[config.mk]
export PLATFORM = sky130hd
export DESIGN_NAME = ilv_pattern_gen
export DESIGN_NICKNAME = d
export VERILOG_FILES = /design/src/rtl/ilv_pkg.sv /design/src/rtl/ilv_lfsr.sv /design/src/rtl/ilv_slot_rom.sv /design/src/rtl/ilv_pattern_gen.sv
export SDC_FILE = /design/constraint.sdc
export NUM_CORES = 1
export LEC_CHECK = 0
export ABC_AREA = 0
export BUFFER_PORTS_ARGS = -buffer_cell sky130_fd_sc_hd__buf_2
export CORE_ASPECT_RATIO = 1.2
export CORE_MARGIN = 10
export CORE_UTILIZATION = 48
export CTS_CLUSTER_DIAMETER = 200
export DETAILED_ROUTE_END_ITERATION = 7
export HOLD_SLACK_MARGIN = 0.15
export PLACE_DENSITY = 0.75
export SETUP_SLACK_MARGIN = 0.1
export SLEW_MARGIN = 10
export SYNTH_ARGS = -nofsm -noshare
export SYNTH_HDL_FRONTEND = slang
export SYNTH_SLANG_ARGS = --single-unit
[constraint.sdc]
create_clock -name clk -period 2.1 [get_ports clk]
set_input_delay 0.315 -clock clk [delete_from_list [all_inputs] [get_ports clk]]
set_output_delay 0.315 -clock clk [all_outputs]
set_load 0.05 [all_outputs]
[src/rtl/ilv_pkg.sv]
package ilv_pkg;

    localparam int BANK_W = 2;
    localparam int IDX_W  = 4;

    typedef enum logic [2:0] {
        CMD_NOP = 3'd0,
        CMD_ACT = 3'd1,
        CMD_RD  = 3'd2,
        CMD_WR  = 3'd3,
        CMD_PRE = 3'd4
    } cmd_e;

    typedef struct packed {
        cmd_e              cmd;
        logic [BANK_W-1:0] bank;
        logic              ap;
        logic              last;
    } slot_t;

    typedef struct packed {
        logic             run;
        logic             four_bank;
        logic             fast;
        logic [IDX_W-1:0] idx;
        slot_t            slot;
    } ctl_t;

    function automatic slot_t mk_slot(cmd_e c, logic [BANK_W-1:0] b, logic ap, logic last);
        slot_t s;
        s.cmd  = c;
        s.bank = b;
        s.ap   = ap;
        s.last = last;
        return s;
    endfunction

endpackage

[src/rtl/ilv_lfsr.sv]
module ilv_lfsr #(
    parameter int           W     = 16,
    parameter logic [W-1:0] TAPS  = 16'hB400,
    parameter logic [W-1:0] SEED  = 16'hACE1
) (
    input  logic         clk,
    input  logic         rst_n,
    input  logic         step_i,
    output logic [W-1:0] state_o
);

    logic [W-1:0] st_d, st_q;

    always_comb begin
        st_d = st_q;
        if (step_i) begin
            st_d = {st_q[W-2:0], ^(st_q & TAPS)};
        end
    end

    always_ff @(posedge clk) begin
        if (!rst_n) begin
            st_q <= SEED;
        end else begin
            st_q <= st_d;
        end
    end

    assign state_o = st_q;

endmodule

[src/rtl/ilv_slot_rom.sv]
module ilv_slot_rom
    import ilv_pkg::*;
(
    input  logic             four_bank_i,
    input  logic             fast_i,
    input  logic [IDX_W-1:0] idx_i,
    output slot_t            slot_o
);

    slot_t s_single_slow, s_single_fast, s_quad_slow, s_quad_fast;

    always_comb begin
        case (idx_i)
            4'd0:    s_single_slow = mk_slot(CMD_ACT, 2'd0, 1'b0, 1'b0);
            4'd2:    s_single_slow = mk_slot(CMD_RD,  2'd0, 1'b0, 1'b0);
            4'd5:    s_single_slow = mk_slot(CMD_PRE, 2'd0, 1'b0, 1'b0);
            4'd1, 4'd3, 4'd4:
                     s_single_slow = mk_slot(CMD_NOP, 2'd0, 1'b0, 1'b0);
            default: s_single_slow = mk_slot(CMD_NOP, 2'd0, 1'b0, 1'b1);
        endcase
    end

    always_comb begin
        case (idx_i)
            4'd0:    s_single_fast = mk_slot(CMD_ACT, 2'd0, 1'b0, 1'b0);
            4'd3:    s_single_fast = mk_slot(CMD_RD,  2'd0, 1'b0, 1'b0);
            4'd5:    s_single_fast = mk_slot(CMD_PRE, 2'd0, 1'b0, 1'b0);
            4'd1, 4'd2, 4'd4, 4'd6, 4'd7:
                     s_single_fast = mk_slot(CMD_NOP, 2'd0, 1'b0, 1'b0);
            default: s_single_fast = mk_slot(CMD_NOP, 2'd0, 1'b0, 1'b1);
        endcase
    end

    always_comb begin
        case (idx_i)
            4'd0:    s_quad_slow = mk_slot(CMD_ACT, 2'd0, 1'b0, 1'b0);
            4'd1:    s_quad_slow = mk_slot(CMD_NOP, 2'd0, 1'b0, 1'b0);
            4'd2:    s_quad_slow = mk_slot(CMD_ACT, 2'd1, 1'b0, 1'b0);
            4'd3:    s_quad_slow = mk_slot(CMD_RD,  2'd0, 1'b1, 1'b0);
            4'd4:    s_quad_slow = mk_slot(CMD_ACT, 2'd2, 1'b0, 1'b0);
            4'd5:    s_quad_slow = mk_slot(CMD_RD,  2'd1, 1'b1, 1'b0);
            4'd6:    s_quad_slow = mk_slot(CMD_ACT, 2'd3, 1'b0, 1'b0);
            4'd7:    s_quad_slow = mk_slot(CMD_RD,  2'd2, 1'b1, 1'b0);
            4'd8:    s_quad_slow = mk_slot(CMD_ACT, 2'd0, 1'b0, 1'b0);
            4'd9:    s_quad_slow = mk_slot(CMD_RD,  2'd3, 1'b1, 1'b0);
            4'd10:   s_quad_slow = mk_slot(CMD_ACT, 2'd1, 1'b0, 1'b0);
            4'd11:   s_quad_slow = mk_slot(CMD_RD,  2'd0, 1'b1, 1'b1);
            default: s_quad_slow = mk_slot(CMD_NOP, 2'd0, 1'b0, 1'b1);
        endcase
    end

    always_comb begin
        case (idx_i)
            4'd0:    s_quad_fast = mk_slot(CMD_ACT, 2'd0, 1'b0, 1'b0);
            4'd1:    s_quad_fast = mk_slot(CMD_NOP, 2'd0, 1'b0, 1'b0);
            4'd2:    s_quad_fast = mk_slot(CMD_ACT, 2'd1, 1'b0, 1'b0);
            4'd3:    s_quad_fast = mk_slot(CMD_RD,  2'd0, 1'b1, 1'b0);
            4'd4:    s_quad_fast = mk_slot(CMD_ACT, 2'd2, 1'b0, 1'b0);
            4'd5:    s_quad_fast = mk_slot(CMD_RD,  2'd1, 1'b1, 1'b0);
            4'd6:    s_quad_fast = mk_slot(CMD_ACT, 2'd3, 1'b0, 1'b0);
            4'd7:    s_quad_fast = mk_slot(CMD_RD,  2'd2, 1'b1, 1'b0);
            4'd8:    s_quad_fast = mk_slot(CMD_NOP, 2'd0, 1'b0, 1'b0);
            4'd9:    s_quad_fast = mk_slot(CMD_RD,  2'd3, 1'b1, 1'b0);
            4'd10:   s_quad_fast = mk_slot(CMD_ACT, 2'd0, 1'b0, 1'b0);
            4'd11:   s_quad_fast = mk_slot(CMD_NOP, 2'd0, 1'b0, 1'b0);
            4'd12:   s_quad_fast = mk_slot(CMD_ACT, 2'd1, 1'b0, 1'b0);
            4'd13:   s_quad_fast = mk_slot(CMD_RD,  2'd0, 1'b1, 1'b1);
            default: s_quad_fast = mk_slot(CMD_NOP, 2'd0, 1'b0, 1'b1);
        endcase
    end

    always_comb begin
        case ({four_bank_i, fast_i})
            2'b00:   slot_o = s_single_slow;
            2'b01:   slot_o = s_single_fast;
            2'b10:   slot_o = s_quad_slow;
            default: slot_o = s_quad_fast;
        endcase
    end

endmodule

[src/rtl/ilv_pattern_gen.sv]
module ilv_pattern_gen
    import ilv_pkg::*;
#(
    parameter int               ROW_W  = 13,
    parameter int               COL_W  = 10,
    parameter int               LFSR_W = 16,
    parameter logic [LFSR_W-1:0] SEED  = 16'hACE1
) (
    input  logic              clk,
    input  logic              rst_n,
    input  logic              run_i,
    input  logic              four_bank_i,
    input  logic              fast_i,
    output logic [2:0]        cmd_o,
    output logic [BANK_W-1:0] bank_o,
    output logic              auto_pre_o,
    output logic [ROW_W-1:0]  row_o,
    output logic [COL_W-1:0]  col_o,
    output logic              valid_o
);

    localparam logic [LFSR_W-1:0] TAPS = 16'hB400;

    ctl_t              ctl_d, ctl_q;
    slot_t             rom_slot;
    logic              rom_four, rom_fast;
    logic [IDX_W-1:0]  rom_idx;
    logic              boundary;
    logic              lfsr_step;
    logic [LFSR_W-1:0] lfsr_q;
    logic              four_bank_q;
    logic              last_q;

    ilv_slot_rom u_rom (
        .four_bank_i (rom_four),
        .fast_i      (rom_fast),
        .idx_i       (rom_idx),
        .slot_o      (rom_slot)
    );

    ilv_lfsr #(
        .W    (LFSR_W),
        .TAPS (TAPS),
        .SEED (SEED)
    ) u_lfsr (
        .clk     (clk),
        .rst_n   (rst_n),
        .step_i  (lfsr_step),
        .state_o (lfsr_q)
    );

    always_comb begin
        ctl_d     = ctl_q;
        boundary  = !ctl_q.run || ctl_q.slot.last;
        lfsr_step = ctl_q.run && ctl_q.slot.last;

        rom_four  = boundary ? four_bank_i : ctl_q.four_bank;
        rom_fast  = boundary ? fast_i      : ctl_q.fast;
        rom_idx   = boundary ? '0 : IDX_W'(ctl_q.idx + 1'b1);

        if (boundary) begin
            ctl_d.run       = run_i;
            ctl_d.four_bank = run_i ? four_bank_i : ctl_q.four_bank;
            ctl_d.fast      = run_i ? fast_i      : ctl_q.fast;
            ctl_d.idx       = '0;
        end else begin
            ctl_d.idx       = rom_idx;
        end

        if (ctl_d.run) begin
            ctl_d.slot = rom_slot;
        end else begin
            ctl_d.slot = mk_slot(CMD_NOP, '0, 1'b0, 1'b0);
        end
    end

    always_ff @(posedge clk) begin
        if (!rst_n) begin
            ctl_q <= '0;
        end else begin
            ctl_q <= ctl_d;
        end
    end

    assign four_bank_q = ctl_q.four_bank;
    assign last_q      = ctl_q.slot.last;

    assign cmd_o      = ctl_q.slot.cmd;
    assign bank_o     = ctl_q.slot.bank;
    assign auto_pre_o = ctl_q.slot.ap;
    assign valid_o    = ctl_q.run;
    assign row_o      = lfsr_q[ROW_W-1:0];
    assign col_o      = lfsr_q[LFSR_W-1 -: COL_W];

endmodule

* Yosys cells after proc, flatten, opt, wreduce, memory -nomap -nowiden
Memories as Yosys holds them, arrays and structs flattened. Cells that the tools add are included. Widths: inputs -> output; s select.
Operators by class: reduce and logical (&&, ||, !) cells 10, add/subtract/negate cells 1, equal/unequal tests 7, mux-type cells 9, bitwise operators 1
Operators by type and width (count):
- $pmux 7 s4 | 1
- $pmux 7 s3 | 1
- $reduce_xor 16->1 | 1
- $eq 4x2->1 const B | 2
- $eq 4x3->1 const B | 2
- $mux 7 | 1
- $add 4x1->4 const B | 1
- $eq 4x1->1 const B | 1
- $logic_not 4->1 | 1
- $mux 1 | 4
- $mux 4 | 1
- $reduce_and 2->1 | 2
- $mux 3 | 1
- $reduce_or 3->1 | 1
- $eq 2x1->1 const B | 1
- $eq 2x2->1 const B | 1
- $logic_not 2->1 | 1
- $reduce_or 2->1 | 1
- $logic_and 1x1->1 | 1
- $logic_not 1->1 | 1
- $logic_or 1x1->1 | 1
- $not 1->1 | 1
Storage, ports and cells: logic and storage cells 40, memories 3, register bits after elaboration 30, ROM bits 216, output and inout port bits 30, bits of input ports 5
Memory list:
- (no name shown) | words 16, width 6, rd ports 1, clocked after memory_dff 0, write ports 0, RTL line ilv_slot_rom.sv:53 | case (idx_i)
- (no name shown) | words 16, width 6, rd ports 1, clocked after memory_dff 0, write ports 0, RTL line ilv_slot_rom.sv:35 | case (idx_i)
- (no name shown) | words 8, width 3, rd ports 1, clocked after memory_dff 0, write ports 0, RTL line ilv_slot_rom.sv:24 | case (idx_i)

* Logic depth before layout (Yosys ltp)
Gate-level depths: netlist (run 1).
word-level depth 7, mapped depth 10

* Hierarchy
From an unflattened synthesis (run 1), not the netlist that was laid out.
Second synthesis, totals: cells, all modules 167, area total of the unflattened synthesis 1561.5 µm²
Modules (own cells, without submodules):
- ilv_lfsr | instances 1, cells each 54, seq. area each 320.3 µm², area an instance 630.6 µm²
- ilv_pattern_gen | instances 1, cells each 64, seq. area each 280.3 µm², area an instance 616.8 µm²
- ilv_slot_rom | instances 1, cells each 49, seq. area each 0.0 µm², area an instance 314.1 µm²

* Worst setup path before layout (run 1)
Ideal clock, no wire load.
path kind register -> register, start reg ctl_q (netlist bit valid_o), end reg ctl_q (netlist bit bank_o[0]), path buffers 2, arrival 2.419 ns, slack -0.448 ns, cell stages (with the launch flop) 10, path through dfxtp_1 nand2b_1 clkbuf_1 clkbuf_1 nor2_1 inv_1 ha_1 mux4_2 a22oi_1 nor2_1
Between the ends: cells in the longest elaborated chain, start to end 5, elaborated cells between the ends (all ways) 13, classes of those cells 2 x eq/ne; 5 x mux; 4 x reduce/logical; 2 x memory
RTL lines:
- start: declaration | RTL line ilv_pattern_gen.sv:24 | ctl_t ctl_d, ctl_q;
- start signal: assignment | RTL line ilv_pattern_gen.sv:81 | ctl_q <= ctl_d;
- $logic_not 1->1 * | RTL line ilv_pattern_gen.sv:54 | boundary = !ctl_q.run || ctl_q.slot.last;
- $logic_or 1x1->1 * | RTL line ilv_pattern_gen.sv:54
- $mux 4 * | RTL line ilv_pattern_gen.sv:59 | rom_idx = boundary ? '0 : IDX_W'(ctl_q.idx + 1'b1);
- named net rom_idx[0] | RTL line ilv_pattern_gen.sv:27 | logic [IDX_W-1:0] rom_idx;
- $mem_v2 16x6 (on tied branches)
- $pmux 7 s3 * | RTL line ilv_slot_rom.sv:73 | case ({four_bank_i, fast_i})
The timed path passes the listed nets; every way through them passes the cells marked *. A chain may end at the register's enable or synchronous reset.

* Worst setup path after layout (run 1)
start reg ctl_q (netlist bit last_q), end reg ctl_q (netlist bit bank_o[0])
Between the ends: cells in the longest elaborated chain, start to end 4, elaborated cells between the ends (all ways) 12, classes of those cells 2 x eq/ne; 5 x mux; 3 x reduce/logical; 2 x memory
RTL lines (RTL line):
- $logic_or 1x1->1 * | ilv_pattern_gen.sv:54
- $mux 4 * | ilv_pattern_gen.sv:59
- named net rom_idx[0] | ilv_pattern_gen.sv:27
- $mem_v2 16x6 (on tied branches)
- $pmux 7 s3 * | ilv_slot_rom.sv:73
Marks and branches as above.

==> results of run 1 <==
-- per-stage QoR --
step	cells	hold WS, ps	instance area (sq um)	util (%)
after floorplan	191	462	1570	-
after global placement	245	456	1680	54.9
after detailed placement	245	459	1680	54.9
after CTS	253	249	1760	57.5
after global routing	253	243	1770	57.8
final	253	260	1770	57.8
-- metal layers --
| metal | GRT usage (%) | part of all wire (%) | vias up | wire length [microns] |
|---|---|---|---|---|
| met1 | 13.5 | 43 | 631 | 1580 |
| met2 | 20.9 | 47 | 43 | 1710 |
| met3 | 5.31 | 7.6 | 10 | 279 |
| met5 | 0 | 0 | - | 0 |
| li1 | - | - | 686 | - |
| met4 | 6.40 | 2.3 | 0 | 84 |
-- flip-flops by register name (all words and copies together), names as in the netlist --
register        count
u_lfsr.state_o     16
bank_o              2
ctl_q               5
last_q              1
cmd_o               3
valid_o             1
four_bank_q         1
auto_pre_o          1
-- what timing repair did --
action	4_1_cts	5_1_grt
pin swaps	0	0
hold buffers	0	0
resized for setup	1	3
endpoints found under the setup margin	1	3
-- cell families (layout without fill, tap and decap cells) --
family	count (synthesis)	after routing	synth area share, %
muxes	5	5	4.43
DFF	30	30	39.4
adders and majority gates	6	6	4.92
AOI/OAI and AO/OA	34	34	13.2
xor gates and xnor gates	7	7	4.02
buffers and inverters	25	51	9.11
and+or+nand+nor	84	84	24.9
-- path summary, 6_finish.rpt --
check | slack (ps) | cells past startpoint | end
setup / recovery | 220 | 7 | bank_o[0]
hold / removal | 260 | 2 | u_lfsr.state_o[7]
setup reg to reg | 220 | 7 | bank_o[0]
hold reg to reg | 460 | 2 | u_lfsr.state_o[4]
-- synth_stat cells, drive strengths merged (2+ instances only) --
| master | number |
|---|---|
| nand2 | 46 |
| dfxtp | 30 |
| a21oi | 13 |
| buf | 12 |
| nand3 | 10 |
| nor2 | 10 |
| clkbuf | 8 |
| o21ai | 7 |
| ha | 6 |
| inv | 5 |
| xnor2 | 5 |
| a31oi | 3 |
| mux2i | 3 |
| nor3 | 3 |
| and2 | 2 |
| and3 | 2 |
| nand2b | 2 |
| nand3b | 2 |
| nor3b | 2 |
| o211ai | 2 |
| o22ai | 2 |
| xor2 | 2 |
-- power by group through the flow --
stage | Combinational [mW] | Sequential, mW | Clock [mW]
after detailed placement | 0.151 | 0.605 | 0
after global routing | 0.169 | 0.594 | 0.482
after floorplan | 0.107 | 0.618 | 0
after global placement | 0.150 | 0.604 | 0
final | 0.156 | 0.591 | 0.450
after CTS | 0.152 | 0.592 | 0.460
-- final cells by class --
cell class	count	area [sq um]	area share, %
Multi-Input combinational cell	136	820	46.4
Sequential cell	30	606	34.3
Timing Repair Buffer	38	200	11.3
Tap cell	36	45.0	2.55
Clock inverter	3	40.0	2.27
Clock buffer	5	37.5	2.12
Inverter	5	18.8	1.06
-- cells in the final DEF, fill, tap and decap left out, types with 2 or more instances in the layout --
cell,Yosys,final
ha_1,6,4
nand3_1,10,10
and2_1,2,2
nor3b_1,2,2
o211ai_1,2,2
nand2b_1,2,2
nand2_1,46,45
nand3b_1,2,2
nor3_1,3,3
xor2_1,2,2
clkinv_2,0,2
o22ai_1,2,2
nor2_1,10,9
buf_2,0,34
and3_1,2,2
a31oi_1,3,3
inv_1,5,4
a21oi_1,13,13
xnor2_1,5,5
o21ai_0,7,7
mux2i_1,3,2
dfxtp_1,30,28
buf_4,12,4
clkbuf_4,0,5
-- critical path, delay by kind of cell (launching register included) --
family | cells | cell delay [ps]
AO/OA/AOI/OAI | 1 | 180
adder cells (fa/ha/maj) | 1 | 220
buffers and inverters | 1 | 100
flip-flops | 1 | 360
multiplexers | 1 | 450
AND/OR/NAND/NOR | 3 | 470
==> out/qor.json, run 1 <==
{
  "global_route.usage.total": {"value": 12.6, "unit": "%"},
  "core.rowCount": {"value": 22},
  "critical_path.slowest_cell": {"value": "mux4_2"},
  "finish.net_count": {"value": 227},
  "syn2layout_area_growth": {"value": 15.8, "unit": "%"},
  "design.portCount": {"value": 35},
  "post_place_worst_slack": {"value": 74.0, "unit": "ps"},
  "clockPowerShare": {"value": 37.6, "unit": "%"},
  "timing_max_transition_violations_final": {"value": 0},
  "cts_max_level": {"value": 2},
  "synth.cell_area": {"value": 1530, "unit": "sq um"},
  "synthCells": {"value": 191},
  "antenna_found_initial": {"value": 0},
  "total_switching_power": {"value": 319, "unit": "uW"},
  "layout_min_cycle_time": {"value": 1880, "unit": "ps"},
  "max_clock_freq": {"value": 0.531, "unit": "GHz"},
  "fin_setup_tns": {"value": 0, "unit": "ps"},
  "crit_path_cell_trace": {"value": "nand2b_1 > nor2_4 > inv_2 > ha_4 > mux4_2 > a22oi_1 > nor2_1"},
  "yosysTopAreaCell": {"value": "dfxtp_1"},
  "initial_core_util": {"value": 49.9, "unit": "%"},
  "drt-total-wl": {"value": 3.66, "unit": "mm"},
  "static-leakage-power": {"value": 0.783, "unit": "nW"},
  "nFillCells": {"value": 291},
  "power.sequential.fraction": {"value": 49.4, "unit": "%"},
  "worstSkewPairLatency": {"value": 330, "unit": "ps"},
  "synth.ff_latch_count": {"value": 30},
  "root_buffer_cell": {"value": "clkbuf_4"},
  "drtPass1Iterations": {"value": 4},
  "cts_tree": {"value": "yes"},
  "portBuffers": {"value": 34},
  "gp_congestion": {"value": 0.890},
  "synth_top_cells_by_area": {"value": "dfxtp_1 39%, nand2_1 11%, buf_4 5.9%"},
  "grt_overflow": {"value": 0},
  "layout_cell_share_with_drive_strength_beyond_1": {"value": 26.3, "unit": "%"},
  "n_antenna_cell": {"value": 0},
  "final_hold_viol_count": {"value": 0},
  "cts-buffers-inserted": {"value": 5},
  "timing.setup.critical_path_class": {"value": "flop to flop"},
  "cts.clk_slew.worst_paths": {"value": 100, "unit": "ps"},
  "finalCritPeriodShare": {"value": 89.6, "unit": "%"},
  "worstPathRequired": {"value": 2310, "unit": "ps"},
  "detail_route.vias_per_cell": {"value": 5.42},
  "synth.yosys.seq_area_share": {"value": 39.4, "unit": "%"},
  "post_cts.repair.setup_buffers": {"value": 0},
  "pwr-share-comb": {"value": 13.0, "unit": "%"},
  "critical_path_arrival": {"value": 2090, "unit": "ps"},
  "report.power.total": {"value": 1.20, "unit": "mW"},
  "detail_route.drc_violations": {"value": 0},
  "synth.lib_cells_used.distinct": {"value": 36},
  "die_width": {"value": 71.5, "unit": "microns"},
  "design.die.area": {"value": 5840, "unit": "sq um"},
  "vdd.ir_drop.worst": {"value": 0.534, "unit": "mV"},
  "max-slew-margin-rel": {"value": 63.9, "unit": "%"},
  "tightest_slew": {"value": 541, "unit": "ps"},
  "holdCritStartpoint": {"value": "rst_n"},
  "critPathMaxFanout": {"value": 7},
  "critical_path.startpoint_type": {"value": "flop"},
  "detailed_place_hpwl": {"value": 2.79, "unit": "mm"},
  "skew": {"value": 10.1, "unit": "ps"},
  "run_status": {"value": "complete, no violations"},
  "timing.rr.start": {"value": "last_q"},
  "synth.avg_cell_area": {"value": 7.99, "unit": "sq um"},
  "synthArstFlopShare": {"value": 0, "unit": "%"},
  "ant_nets": {"value": 0},
  "cts.sinks": {"value": 30},
  "grt_first_pass_wirelength": {"value": 6.02, "unit": "mm"},
  "synthesis.yosys.warnings": {"value": 0},
  "count_of_endpoints_failing_setup_in_the_final_report": {"value": 0},
  "intPower": {"value": 879, "unit": "uW"},
  "p_sw_share": {"value": 26.6, "unit": "%"},
  "power_per_cell_area": {"value": 678, "unit": "nW/um^2"},
  "cts_buffer_depth": {"value": 2},
  "synth.top_cell.area_share": {"value": 39.4, "unit": "%"},
  "detailedRoute.firstIterationViolations": {"value": 80},
  "routed_wire_length_per_instance": {"value": 14.5, "unit": "microns"},
  "synth_edf_count": {"value": 0},
  "cp-end-kind": {"value": "flop"},
  "core_area": {"value": 3060, "unit": "sq um"},
  "mappedNetlistNets": {"value": 202},
  "rsz0062_at_grt": {"value": "true"},
  "critical-path-max-stage-delay": {"value": 450, "unit": "ps"},
  "first_global_vias": {"value": 1295},
  "vias": {"value": 1370},
  "dominantRegCellSynth": {"value": "dfxtp_1"},
  "setup_slack": {"value": 218, "unit": "ps"},
  "largest_net_degree_at_the_start_of_global_routing": {"value": 18},
  "critical_path.startpoint": {"value": "last_q"},
  "drv.max_cap_violation_count": {"value": 0},
  "worstHoldPathType": {"value": "input pin to flop"},
  "die_height": {"value": 81.8, "unit": "microns"}
}
Note: power is estimated with default switching activity, not from simulation.
==> run 2: changes to the inputs <==
- RECOVER_POWER: unset -> 50
==> run 2 against run 1 <==
Effect of this change:
- non-clock buffer count stayed put
- fmax about the same
- global-route usage stayed put
- sequential power hardly changed
- die area stayed put
- count of clock-buffer cells in the layout unchanged
- largest power group unchanged
- clock power hardly changed
- core utilization down 0.41 points
- critical path depth unchanged
- total power about the same
- worst setup slack got worse by 1.0 ps
- combinational power hardly changed
==> out/qor.json, run 2 (synthesized netlist as in run 1, its figures left out) <==
{
  "critical_path_arrival": {"value": 2090, "unit": "ps", "change": "about the same"},
  "die_height": {"value": 81.8, "unit": "microns", "change": "unchanged"},
  "skew": {"value": 10.2, "unit": "ps", "change": "+0.0606 ps"},
  "global_route.usage.total": {"value": 12.6, "unit": "%", "change": "unchanged"},
  "finalInstanceArea": {"value": 1750, "unit": "sq um", "change": "-0.71%"},
  "root_buffer_cell": {"value": "clkbuf_4"},
  "design.die.area": {"value": 5840, "unit": "sq um", "change": "unchanged"},
  "portBuffers": {"value": 34, "change": "unchanged"},
  "nFillCells": {"value": 296, "change": "+1.7%"},
  "pwr-share-comb": {"value": 13.0, "unit": "%", "change": "about the same"},
  "fin_hold_ws": {"value": 261, "unit": "ps", "change": "+0.277 ps"},
  "detail_route.vias_per_cell": {"value": 5.41, "change": "-0.15%"},
  "detailedRoute.firstIterationViolations": {"value": 83, "change": "+3.8%"},
  "max_clock_freq": {"value": 0.531, "unit": "GHz", "change": "about the same"},
  "fin_setup_tns": {"value": 0, "unit": "ps", "change": "unchanged"},
  "largest_net_degree_at_the_start_of_global_routing": {"value": 18, "change": "unchanged"},
  "cts-buffers-inserted": {"value": 5, "change": "unchanged"},
  "multiInputGateArea": {"value": 820, "unit": "sq um", "change": "unchanged"},
  "finish.net_count": {"value": 227, "change": "unchanged"},
  "worstHoldPathType": {"value": "input pin to flop"},
  "report.power.total": {"value": 1.20, "unit": "mW", "change": "about the same"},
  "setup_slack": {"value": 217, "unit": "ps", "change": "-1.04 ps"},
  "total_switching_power": {"value": 319, "unit": "uW", "change": "about the same"},
  "drtPass1Iterations": {"value": 4, "change": "unchanged"},
  "instances_no_fill": {"value": 253, "change": "unchanged"},
  "post_cts.repair.setup_buffers": {"value": 0, "change": "unchanged"},
  "cts.clk_slew.worst_paths": {"value": 100, "unit": "ps", "change": "about the same"},
  "timing_max_transition_violations_final": {"value": 0, "change": "unchanged"},
  "worstSkewPairLatency": {"value": 330, "unit": "ps", "change": "about the same"},
  "antenna_found_initial": {"value": 0, "change": "unchanged"},
  "p_sw_share": {"value": 26.7, "unit": "%", "change": "+0.027 points"},
  "r2r-end": {"value": "bank_o[0]"},
  "final_hold_viol_count": {"value": 0, "change": "unchanged"},
  "first_global_vias": {"value": 1295, "change": "unchanged"},
  "cts_max_level": {"value": 2, "change": "unchanged"},
  "critPathMaxFanout": {"value": 7, "change": "unchanged"},
  "finalCritPeriodShare": {"value": 89.7, "unit": "%", "change": "about the same"},
  "detail_route.drc_violations": {"value": 0, "change": "unchanged"},
  "placed_cells_incl_taps": {"value": 245, "change": "unchanged"},
  "worst_hold_path.endpoint": {"value": "u_lfsr.state_o[7]"},
  "count_of_endpoints_failing_setup_in_the_final_report": {"value": 0, "change": "unchanged"},
  "timing.rr.start": {"value": "last_q"},
  "detailed_place_hpwl": {"value": 2.79, "unit": "mm", "change": "unchanged"},
  "layout_min_cycle_time": {"value": 1880, "unit": "ps", "change": "+1.04 ps"},
  "post_place_worst_slack": {"value": 74.0, "unit": "ps", "change": "unchanged"},
  "power_per_cell_area": {"value": 682, "unit": "nW/um^2", "change": "+0.62%"},
  "grt_first_pass_wirelength": {"value": 6.02, "unit": "mm", "change": "unchanged"},
  "gp_congestion": {"value": 0.890, "change": "unchanged"},
  "cts.sinks": {"value": 30, "change": "unchanged"},
  "core.rowCount": {"value": 22, "change": "unchanged"},
  "design.portCount": {"value": 35, "change": "unchanged"},
  "syn2layout_area_growth": {"value": 15.0, "unit": "%"},
  "power.sequential.fraction": {"value": 49.4, "unit": "%", "change": "about the same"},
  "ant_nets": {"value": 0, "change": "unchanged"},
  "cts_buffer_depth": {"value": 2, "change": "unchanged"},
  "critical_path.startpoint_type": {"value": "flop"},
  "initial_core_util": {"value": 49.9, "unit": "%", "change": "unchanged"},
  "routed_wire_length_per_instance": {"value": 14.5, "unit": "microns", "change": "+0.33%"},
  "post-route-util": {"value": 57.4, "unit": "%", "change": "-0.41 points"},
  "vias": {"value": 1368, "change": "-0.15%"},
  "worst_hold_path.num_cells": {"value": 2, "change": "unchanged"},
  "rsz0062_at_grt": {"value": "true"},
  "static-leakage-power": {"value": 0.740, "unit": "nW", "change": "-5.5%"},
  "intPower": {"value": 878, "unit": "uW", "change": "-0.13%"},
  "vdd.ir_drop.worst": {"value": 0.534, "unit": "mV", "change": "about the same"},
  "drt-total-wl": {"value": 3.67, "unit": "mm", "change": "+0.33%"},
  "n_antenna_cell": {"value": 0, "change": "unchanged"},
  "drv.max_cap_violation_count": {"value": 0, "change": "unchanged"},
  "worstPathRequired": {"value": 2310, "unit": "ps", "change": "about the same"},
  "setup.reg_to_reg.worst_slack": {"value": 220, "unit": "ps", "change": "about the same"},
  "tightest_slew": {"value": 713, "unit": "ps", "change": "+173 ps"},
  "grt_overflow": {"value": 0, "change": "unchanged"},
  "die_width": {"value": 71.5, "unit": "microns", "change": "unchanged"},
  "core_area": {"value": 3060, "unit": "sq um", "change": "unchanged"},
  "layout_cell_share_with_drive_strength_beyond_1": {"value": 21.7, "unit": "%", "change": "-4.6 points"},
  "place_area": {"value": 1680, "unit": "sq um", "change": "unchanged"},
  "mostFrequentLayoutCell": {"value": "nand2_1"},
  "seqCellArea": {"value": 606, "unit": "sq um", "change": "unchanged"},
  "run_status": {"value": "complete, no violations"},
  "cp-end-kind": {"value": "flop"},
  "max-slew-margin-rel": {"value": 52.4, "unit": "%", "change": "-11 points"},
  "cts_tree": {"value": "yes"},
  "holdCritStartpoint": {"value": "rst_n"},
  "flip_flop_count_of_the_largest_register_after_layout": {"value": 16, "change": "unchanged"},
  "clockPowerShare": {"value": 37.6, "unit": "%", "change": "about the same"},
  "timing.setup.critical_path_class": {"value": "flop to flop"},
  "worst_case_reg_to_reg_path_depth": {"value": 7, "change": "unchanged"},
  "layout.cells.most_common_list": {"value": "45 x nand2_1, 28 x dfxtp_1, 24 x buf_2"}
}
## run 2: changes by cell type in the layout (fill, tap and decap cells not counted)
| cell | change |
|---|---|
| and2_0 | +1 |
| and2_1 | -1 |
| buf_2 | -10 |
| clkbuf_1 | +10 |
## run 2: metal layers
layer	part of all wire, %	track usage [%]
met5	0	0
met4	2.3	6.40
met3	7.7	5.31
met2	47	20.9
met1	43	13.5
## run 2: final cells by class
cell class / instances / share of cell area (%)
inverters: 5 / 1.07
multi-input cells: 136 / 46.7
repair buffers: 38 / 10.7
flip-flops and latches: 30 / 34.5
clock buffers: 5 / 2.14
well taps: 36 / 2.57
clock inverters: 3 / 2.28
## run 2: how the worst max path moves through the flow
stage	end	start
after floorplan	bank_o[0]	valid_o
after global placement	bank_o[0]	ctl_q[7]
after detailed placement	bank_o[0]	ctl_q[7]
after CTS	bank_o[0]	ctl_q[7]
after global routing	bank_o[0]	last_q
final	bank_o[0]	last_q
## run 2: timing repair
item,CTS,global route
setup endpoints to repair,1,3
resized for setup,1,3
hold buffers,0,0
endpoints found under the hold margin,0,0
## run 2: power groups by stage
stage	sequential (mW)	combinational, mW	clock [mW]
2_1_floorplan	0.618	0.107	0
3_3_place_gp	0.604	0.150	0
3_5_place_dp	0.605	0.151	0
4_1_cts	0.592	0.152	0.460
5_1_grt	0.595	0.168	0.482
6_report	0.592	0.155	0.450
## run 2: critical path, cell delays in order, from the launching register on
cell	delay [ps]
dfxtp_1	360
nand2b_1	210
nor2_4	190
inv_2	100
ha_4	220
mux4_2	450
a22oi_1	180
nor2_1	70
